$ cat config.mk
export PLATFORM = sky130hd
export DESIGN_NAME = sbox_parity_guard
export DESIGN_NICKNAME = d
export VERILOG_FILES = /design/src/rtl/sbp_pkg.sv /design/src/rtl/sbp_sbox_dp.sv /design/src/rtl/sbp_parity_rom.sv /design/src/rtl/sbp_par_fifo.sv /design/src/rtl/sbox_parity_guard.sv
export SDC_FILE = /design/constraint.sdc
export NUM_CORES = 1
export LEC_CHECK = 0
export BUFFER_PORTS_ARGS = -buffer_cell sky130_fd_sc_hd__buf_2
export CAP_MARGIN = 20
export CORE_UTILIZATION = 55
export DETAILED_ROUTE_END_ITERATION = 10
export GPL_TIMING_DRIVEN = 0
export PLACE_DENSITY = 0.82
export SYNTH_ARGS = -nofsm -noshare
export SYNTH_HDL_FRONTEND = slang
export SYNTH_SLANG_ARGS = --single-unit
export TNS_END_PERCENT = 100
$ cat constraint.sdc
create_clock -name clk -period 26 [get_ports clk]
set_clock_uncertainty 0.2 [all_clocks]
set_input_delay 5.2 -clock clk [delete_from_list [all_inputs] [get_ports clk]]
set_output_delay 5.2 -clock clk [all_outputs]
set_load 0.02 [all_outputs]
$ cat src/rtl/sbp_pkg.sv
package sbp_pkg;

   localparam int unsigned BYTE_W   = 8;
   localparam int unsigned NIB_W    = 4;
   localparam int unsigned SEL_W    = $clog2(BYTE_W);
   localparam logic [7:0]  POLY8_LO = 8'h1B;   // x^8 + x^4 + x^3 + x + 1
   localparam logic [3:0]  POLY4_LO = 4'h3;    // x^4 + x + 1
   localparam logic [3:0]  LAMBDA   = 4'hC;    // tower constant: y^2 + y + LAMBDA
   localparam logic [7:0]  AFF_ADD  = 8'h63;
   localparam logic [7:0]  INV_ADD  = 8'h05;

   typedef logic [BYTE_W-1:0] byte_t;
   typedef logic [NIB_W-1:0]  nib_t;

   function automatic byte_t rotl8(byte_t b, int unsigned n);
      return byte_t'((b << n) | (b >> (BYTE_W - n)));
   endfunction

   function automatic byte_t gf8_mul(byte_t a, byte_t b);
      byte_t acc = '0;
      byte_t x   = a;
      for (int i = 0; i < 8; i++) begin
         if (b[i]) acc ^= x;
         x = x[7] ? ({x[6:0], 1'b0} ^ POLY8_LO) : {x[6:0], 1'b0};
      end
      return acc;
   endfunction

   // a^254 = a^2 * a^4 * ... * a^128 ; zero maps to zero
   function automatic byte_t gf8_inv(byte_t a);
      byte_t sq  = a;
      byte_t acc = 8'h01;
      for (int i = 1; i < 8; i++) begin
         sq  = gf8_mul(sq, sq);
         acc = gf8_mul(acc, sq);
      end
      return acc;
   endfunction

   function automatic byte_t affine_fwd(byte_t b);
      return b ^ rotl8(b, 1) ^ rotl8(b, 2) ^ rotl8(b, 3) ^ rotl8(b, 4) ^ AFF_ADD;
   endfunction

   function automatic byte_t affine_rev(byte_t s);
      return rotl8(s, 1) ^ rotl8(s, 3) ^ rotl8(s, 6) ^ INV_ADD;
   endfunction

   function automatic byte_t ref_sbox(byte_t x);
      return affine_fwd(gf8_inv(x));
   endfunction

   function automatic byte_t ref_inv_sbox(byte_t s);
      return gf8_inv(affine_rev(s));
   endfunction

   // ---------------- GF(2^4) units ----------------
   function automatic nib_t gf4_mul(nib_t a, nib_t b);
      nib_t acc = '0;
      nib_t x   = a;
      for (int i = 0; i < 4; i++) begin
         if (b[i]) acc ^= x;
         x = x[3] ? ({x[2:0], 1'b0} ^ POLY4_LO) : {x[2:0], 1'b0};
      end
      return acc;
   endfunction

   function automatic nib_t gf4_sq(nib_t a);
      return gf4_mul(a, a);
   endfunction

   function automatic nib_t gf4_mul_lambda(nib_t a);
      return gf4_mul(a, LAMBDA);
   endfunction

   // a^14 = a^2 * a^4 * a^8
   function automatic nib_t gf4_inv(nib_t a);
      nib_t s2 = gf4_sq(a);
      nib_t s4 = gf4_sq(s2);
      nib_t s8 = gf4_sq(s4);
      return gf4_mul(gf4_mul(s2, s4), s8);
   endfunction

   // ---------------- basis change, derived at elaboration ----------------
   function automatic byte_t find_nib_root();
      byte_t r = 8'h02;
      for (int v = 255; v >= 2; v--) begin
         byte_t c  = byte_t'(v);
         byte_t c2 = gf8_mul(c, c);
         if ((gf8_mul(c2, c2) ^ c ^ 8'h01) == 8'h00) r = c;
      end
      return r;
   endfunction

   function automatic byte_t embed_nib(nib_t n, byte_t w);
      byte_t acc = '0;
      byte_t p   = 8'h01;
      for (int i = 0; i < 4; i++) begin
         if (n[i]) acc ^= p;
         p = gf8_mul(p, w);
      end
      return acc;
   endfunction

   function automatic byte_t find_tower_root(byte_t w);
      byte_t lam = embed_nib(LAMBDA, w);
      byte_t r   = 8'h02;
      for (int v = 255; v >= 2; v--) begin
         byte_t c = byte_t'(v);
         if ((gf8_mul(c, c) ^ c ^ lam) == 8'h00) r = c;
      end
      return r;
   endfunction

   // column j (bits 8j+7..8j) is the image of basis bit j
   function automatic logic [63:0] tower_to_std_map();
      logic [63:0] m = '0;
      byte_t w = find_nib_root();
      byte_t y = find_tower_root(w);
      for (int k = 0; k < 4; k++) begin
         m[8*k +: 8]     = embed_nib(nib_t'(1 << k), w);
         m[8*(k+4) +: 8] = gf8_mul(embed_nib(nib_t'(1 << k), w), y);
      end
      return m;
   endfunction

   function automatic byte_t apply_map(logic [63:0] m, byte_t v);
      byte_t acc = '0;
      for (int j = 0; j < 8; j++)
         if (v[j]) acc ^= m[8*j +: 8];
      return acc;
   endfunction

   function automatic logic [63:0] std_to_tower_map(logic [63:0] fwd);
      logic [63:0] m = '0;
      for (int j = 0; j < 8; j++)
         for (int q = 0; q < 256; q++)
            if (apply_map(fwd, byte_t'(q)) == byte_t'(1 << j)) m[8*j +: 8] = byte_t'(q);
      return m;
   endfunction

   localparam logic [63:0] TOWER_TO_STD = tower_to_std_map();
   localparam logic [63:0] STD_TO_TOWER = std_to_tower_map(TOWER_TO_STD);

endpackage

$ cat src/rtl/sbp_sbox_dp.sv
module sbp_sbox_dp
   import sbp_pkg::*;
(
   input  byte_t din,
   output byte_t dout
);

   byte_t tw_in;
   byte_t tw_out;
   nib_t  hi, lo;
   nib_t  norm;
   nib_t  norm_inv;
   nib_t  hi_inv, lo_inv;

   // map into GF((2^4)^2): element = hi*Y + lo, Y^2 = Y + LAMBDA
   assign tw_in = apply_map(STD_TO_TOWER, din);
   assign hi    = tw_in[7:4];
   assign lo    = tw_in[3:0];

   // (hi*Y + lo)^-1 = hi*t*Y + (hi^lo)*t, t = 1/(LAMBDA*hi^2 + hi*lo + lo^2)
   assign norm     = gf4_mul_lambda(gf4_sq(hi)) ^ gf4_mul(hi, lo) ^ gf4_sq(lo);
   assign norm_inv = gf4_inv(norm);
   assign hi_inv   = gf4_mul(hi, norm_inv);
   assign lo_inv   = gf4_mul(hi ^ lo, norm_inv);

   assign tw_out = apply_map(TOWER_TO_STD, {hi_inv, lo_inv});
   assign dout   = affine_fwd(tw_out);

endmodule

$ cat src/rtl/sbp_parity_rom.sv
module sbp_parity_rom
   import sbp_pkg::*;
#(
   // 0: indexed by the input byte, gives parity of its substitute
   // 1: indexed by a substitute, gives parity of the byte it came from
   parameter bit INDEX_BY_RESULT = 1'b0
)(
   input  byte_t addr,
   output logic  pred
);

   localparam int unsigned ENTRIES = 1 << BYTE_W;

   logic [ENTRIES-1:0] par_col;

   generate
      if (INDEX_BY_RESULT) begin : g_src_side
         for (genvar i = 0; i < ENTRIES; i++) begin : g_ent
            assign par_col[i] = ^ref_inv_sbox(byte_t'(i));
         end
      end else begin : g_dst_side
         for (genvar i = 0; i < ENTRIES; i++) begin : g_ent
            assign par_col[i] = ^ref_sbox(byte_t'(i));
         end
      end
   endgenerate

   assign pred = par_col[addr];

endmodule

$ cat src/rtl/sbp_par_fifo.sv
module sbp_par_fifo #(
   parameter int unsigned DEPTH = 2,
   parameter int unsigned WIDTH = 1
)(
   input  logic             clk,
   input  logic             rst,
   input  logic             push,
   input  logic [WIDTH-1:0] din,
   input  logic             pop,
   output logic [WIDTH-1:0] dout,
   output logic             empty,
   output logic             full
);

   localparam int unsigned PTR_W = (DEPTH > 1) ? $clog2(DEPTH) : 1;
   localparam int unsigned CNT_W = $clog2(DEPTH + 1);
   localparam logic [PTR_W-1:0] LAST = PTR_W'(DEPTH - 1);

   generate
      if (DEPTH < 1) begin : g_bad_depth
         $error("sbp_par_fifo: DEPTH must be at least 1");
      end
   endgenerate

   logic [WIDTH-1:0] mem [DEPTH];
   logic [PTR_W-1:0] wr_ptr, rd_ptr;
   logic [CNT_W-1:0] count;
   logic             do_push, do_pop;

   assign empty   = (count == '0);
   assign full    = (count == CNT_W'(DEPTH));
   assign do_push = push && !full;
   assign do_pop  = pop && !empty;
   assign dout    = mem[rd_ptr];

   always_ff @(posedge clk) begin
      if (rst) begin
         wr_ptr <= '0;
         rd_ptr <= '0;
         count  <= '0;
      end else begin
         if (do_push) begin
            mem[wr_ptr] <= din;
            wr_ptr      <= (wr_ptr == LAST) ? '0 : wr_ptr + 1'b1;
         end
         if (do_pop)
            rd_ptr <= (rd_ptr == LAST) ? '0 : rd_ptr + 1'b1;
         case ({do_push, do_pop})
            2'b10:   count <= count + 1'b1;
            2'b01:   count <= count - 1'b1;
            default: count <= count;
         endcase
      end
   end

endmodule

$ cat src/rtl/sbox_parity_guard.sv
module sbox_parity_guard
   import sbp_pkg::*;
#(
   parameter int unsigned PAR_FIFO_DEPTH = 2
)(
   input  logic             clk,
   input  logic             rst,
   input  logic             in_valid,
   input  logic [7:0]       in_byte,
   output logic             in_ready,
   input  logic             inj_en,
   input  logic [SEL_W-1:0] inj_sel,
   output logic             out_valid,
   output logic [7:0]       out_byte,
   output logic             out_err,
   input  logic             out_ready,
   input  logic             err_clr,
   output logic             err_flag
);

   localparam int unsigned OUT_LATENCY = 1;
   localparam int unsigned N_LANES     = 2;   // lane 0: result parity, lane 1: source parity

   generate
      if (PAR_FIFO_DEPTH < OUT_LATENCY + 1) begin : g_bad_depth
         $error("sbox_parity_guard: PAR_FIFO_DEPTH must cover latency plus one");
      end
   endgenerate

   byte_t              sub_raw, sub_inj, flip_mask;
   byte_t              res_q;
   logic               vld_q, sticky_q;
   logic               accept, release_o;
   logic               pred_dst_par, pred_src_par;
   logic               mismatch;
   logic [N_LANES-1:0] lane_push, lane_head, lane_empty, lane_full;

   // ---------------- substitution datapath ----------------
   sbp_sbox_dp u_dp (
      .din  (in_byte),
      .dout (sub_raw)
   );

   always_comb begin
      flip_mask = '0;
      if (inj_en) flip_mask[inj_sel] = 1'b1;
   end
   assign sub_inj = sub_raw ^ flip_mask;

   // ---------------- handshake and output register ----------------
   assign in_ready  = (!vld_q || out_ready) && !(|lane_full);
   assign accept    = in_valid && in_ready;
   assign release_o = vld_q && out_ready;

   always_ff @(posedge clk) begin
      if (rst) begin
         vld_q <= 1'b0;
         res_q <= '0;
      end else if (accept) begin
         vld_q <= 1'b1;
         res_q <= sub_inj;
      end else if (release_o) begin
         vld_q <= 1'b0;
      end
   end

   // ---------------- parity prediction ----------------
   sbp_parity_rom #(.INDEX_BY_RESULT(1'b0)) u_rom_dst (
      .addr (in_byte),
      .pred (pred_dst_par)
   );

   sbp_parity_rom #(.INDEX_BY_RESULT(1'b1)) u_rom_src (
      .addr (res_q),
      .pred (pred_src_par)
   );

   assign lane_push[0] = pred_dst_par;
   assign lane_push[1] = ^in_byte;

   generate
      for (genvar l = 0; l < N_LANES; l++) begin : g_lane
         sbp_par_fifo #(.DEPTH(PAR_FIFO_DEPTH), .WIDTH(1)) u_fifo (
            .clk   (clk),
            .rst   (rst),
            .push  (accept),
            .din   (lane_push[l]),
            .pop   (release_o),
            .dout  (lane_head[l]),
            .empty (lane_empty[l]),
            .full  (lane_full[l])
         );
      end
   endgenerate

   // ---------------- comparators ----------------
   assign mismatch  = ((^res_q) != lane_head[0]) || (pred_src_par != lane_head[1]);
   assign out_err   = vld_q && !(|lane_empty) && mismatch;
   assign out_valid = vld_q;
   assign out_byte  = res_q;

   always_ff @(posedge clk) begin
      if (rst)
         sticky_q <= 1'b0;
      else if (release_o && out_err)
         sticky_q <= 1'b1;
      else if (err_clr)
         sticky_q <= 1'b0;
   end
   assign err_flag = sticky_q;

endmodule

==> impl.org <==
** Run status
- Run status :: completed

** STA
- At the pin with the least slew margin, the transition time is 0.761 ns.
- In the post-route analysis, the smallest setup slack over all paths is roughly 11 ns.
- Max-slew violation total from the final report :: 0
- On the final layout, the worst hold slack is 0.310 ns.
- Measured against its own limit, the worst slew margin works out to between 40% and 50%.
- In the final timing run, aggregate negative setup slack is 0 ns.
- Count of endpoints failing hold in the final timing report :: 0
- Final setup fails :: 0
- In the finished design, the share of the clock period the worst path needs comes to 57.0%.
- Setup repair after global routing missed its margin :: no
- Max Clk Rate :: about 0.067 GHz
- Fin crit period :: about 15 ns

** Yosys
- After synthesis the cells add up to between 0.004 and 0.005 sq mm.
- Sequential cells were found to cover between 10 and 15% of the synthesized design area.
- Avg Inst Size Synth :: 7.78 sq um
- The synthesized design contains 4 enable-type register cells.
- Post-synthesis cell type with the largest combined area :: sky130_fd_sc_hd__xnor2_1
- After synthesis, the netlist uses 90 different library cells.
- Instance count of the mapped netlist :: 624
- Count of state elements after synthesis :: 25
- Synth top area share :: 10.3%
- By area the synthesized netlist is led by sky130_fd_sc_hd__xnor2_1 10%, sky130_fd_sc_hd__dfxtp_1 8.7%, sky130_fd_sc_hd__xnor3_1 5.1%, sky130_fd_sc_hd__ha_1 4.9%, sky130_fd_sc_hd__nor2_1 4.9%.
- Async set or reset register ratio after synthesis :: 0%
- The number of nets in the synthesized netlist is 660.
- Most used DFF post-synth :: sky130_fd_sc_hd__dfxtp_1
- Yosys printed 0 warnings.

** Cells and area
- At the end of the flow, the number of nets in the layout was between 600 and 700.
- Summing all non-filler instances in the final layout gives an area of around 0.0052 sq mm.
- The post-route netlist has 13.9% of its cells at a drive strength greater than 1.
- The library cells used most frequently in the layout, excluding fill and tap cells, are 63 x sky130_fd_sc_hd__nor2_1, 57 x sky130_fd_sc_hd__xnor2_1, 47 x sky130_fd_sc_hd__a21oi_1.
- Area used by sequential logic in the layout :: between 500 and 600 sq um
- The layout has 754 filler cells.
- The number of antenna diodes in the final layout is 0.
- Summing all multi-input logic gate instances after layout gives roughly 0.004 sq mm.
- Area Growth Syn to Fin :: 6.32%
- Leaving out fill and tap cells, the most frequent cell in the layout is sky130_fd_sc_hd__nor2_1.

** Clocking
- Post-CTS clock slew at the launch and capture registers of the worst setup and hold paths :: around 0.080 ns
- Clock Root Buffer :: sky130_fd_sc_hd__clkbuf_8
- The number of hold buffers added after CTS was 0.
- For the worst-skew pair, the clock arrives at the later sink with an insertion delay of 0.26 ns.
- Count of buffers added by post-CTS timing repair for setup :: 0
- TritonCTS built the clock tree.
- Clock Sink Count :: 25
- H-tree levels :: 1
- CTS Buf Count :: 3
- The number of gates resized after CTS was 0.
- The longest clock path from root to sink contains 2 buffers.

** Placement
- After detailed placement, the total cell area comes to 0.00511 sq mm.
- Buffers placed on the I/O ports in this run total 26.
- Worst slack at placement :: 11.07 ns
- Summed over all nets, the half-perimeter wirelength after detailed placement is 10.1 mm.
- At the end of routability-driven placement, the weighted congestion stood at 0.966.

** Route
- First-iteration detailed-routing DRC count :: 364
- Dividing the detail-routed via count by the number of cells gives 6.41.
- Vias after detailed routing :: 4,866
- Wire length reported by the detailed router :: 13.0 mm
- After detailed routing, the average wire length per cell comes to 17.1 um.
- Routed Antenna Nets :: 0
- Number of design rule violations left after detail routing :: 0
- 1st-pass router iterations :: 5

** Critical path
- Worst setup path startpoint :: in_byte[1]
- Reg-to-reg startpoint :: g_lane[1].u_fifo.count[0]
- Startpoint-to-endpoint class of the critical path :: in2reg
- STA classifies the critical path endpoint as a flip-flop.
- Cell with the most instances on the worst path :: sky130_fd_sc_hd__ha_1
- Worst R2R Setup Slack :: 21.90 ns
- In this run the critical register-to-register path is captured at pred_src_par.
- Data on the critical path is required at its endpoint by 25.93 ns.
- The worst setup path is launched from a primary input.
- Along the worst path, the maximum fanout reaches 10.
- Library cell contributing the largest single delay on the critical path :: sky130_fd_sc_hd__o41ai_1
- Worst-case reg-to-reg path depth :: 14
- Critical path capture point :: pred_src_par
- Stage delay of the slowest cell on the critical path :: 0.51 ns
- Data arrives at the worst endpoint at 14.76 ns.

** Floorplanning
- Die height :: around 96 um
- Floorplan die area :: between 0.009 and 0.01 sq mm
- Row count :: 33
- Core ar. :: approximately 0.0084 sq mm
- Initial cell density of the core :: approximately 58%
- Pin placement for this block handled 29 I/O pins.
- Die X-Extent :: 95.9 um

** Worst hold path
- Worst min-delay path class :: reg2reg

** Global routing
- Maximum number of pins on one net before global-route repair :: 14
- Vias in the first global route :: 4,357
- Wire length of the first global-routing pass :: 21.1 mm
- Grt ovf :: 0
- Total Routing Usage GR :: between 20% and 30%
- Number of antenna violations at the first check in global routing :: 0

** Run
- Max-cap violations :: 0
[cells in the mapped netlist, drive strengths merged, types with 4 or more instances]
cell	count
nor2	64
xnor2	61
a21oi	48
nand2	46
o21ai	34
inv	26
buf	23
xor2	23
dfxtp	21
ha	19
nand3	19
clkbuf	17
o211ai	16
nor3	15
a211oi	14
nand2b	13
nand4	12
xnor3	12
mux2i	11
a31oi	9
and2	7
and3	7
nor2b	7
or3	6
nor3b	5
o2bb2ai	5
a211o	4
a311oi	4
edfxtp	4
o31ai	4
[worst max-delay path, delay by kind of cell]
kind                     cells  cell delay [ns]
AO/OA/AOI/OAI               10             2.14
XOR/XNOR                     9             2.84
adder cells (fa/ha/maj)      4             1.30
buffers and inverters       10             2.27
multiplexers                 2             0.41
AND/OR/NAND/NOR              3             0.56
[final cells by class]
class,count,share of cell area [%]
Timing Repair Buffer,26,2.52
Inverter,28,2.04
Tap cell,105,2.55
Buffer,40,4.12
Clock buffer,4,0.873
Sequential cell,25,10.5
Multi-Input combinational cell,531,77.4
[stage by stage]
stage	instances	utilization [%]
floorplan	624	-
global placement	755	61.0
detailed placement	755	61.0
CTS	759	61.6
global route	759	61.6
finish	759	61.6
[how the worst min path moves through the flow]
stage,start,endpoint,slack (ns),cells past startpoint
2_1_floorplan,g_lane[0].u_fifo.count[1],g_lane[0].u_fifo.count[1],0.27,2
3_3_place_gp,g_lane[0].u_fifo.count[1],g_lane[0].u_fifo.count[1],0.29,2
3_5_place_dp,g_lane[1].u_fifo.rd_ptr,g_lane[1].u_fifo.rd_ptr,0.30,2
4_1_cts,g_lane[0].u_fifo.count[1],g_lane[0].u_fifo.count[1],0.31,2
5_1_grt,g_lane[1].u_fifo.rd_ptr,flip-flop,0.37,2
6_report,g_lane[0].u_fifo.count[1],g_lane[0].u_fifo.count[1],0.31,2
[per-layer routing]
metal / share of wire [%] / global-route usage [%]
met3: 4.5 / 1.74
met1: 46 / 39.7
met2: 48 / 49.0
met5: 0 / 0
met4: 1.3 / 4.48
[flip-flops by register name, indices dropped and copies added (netlist names), named ones only]
signal,count
out_valid,1
g_lane.u_fifo.count,4
g_lane.u_fifo.mem,4
pred_src_par,1
err_flag,1
out_byte,8
g_lane.u_fifo.rd_ptr,2
g_lane.u_fifo.wr_ptr,2
[kinds of logic after synthesis]
logic type      Yosys count  share of synthesized area (%)
flops                    25                           11.1
buf+inv                  68                           6.55
xor+xnor                 97                           23.5
fa+ha+maj                22                           5.54
simple gates            208                           21.0
compound gates          189                           28.6
mux                      15                           3.69
Power is not shown: default switching activity piles up to over one toggle a cycle in this logic, so the estimate is an artifact.
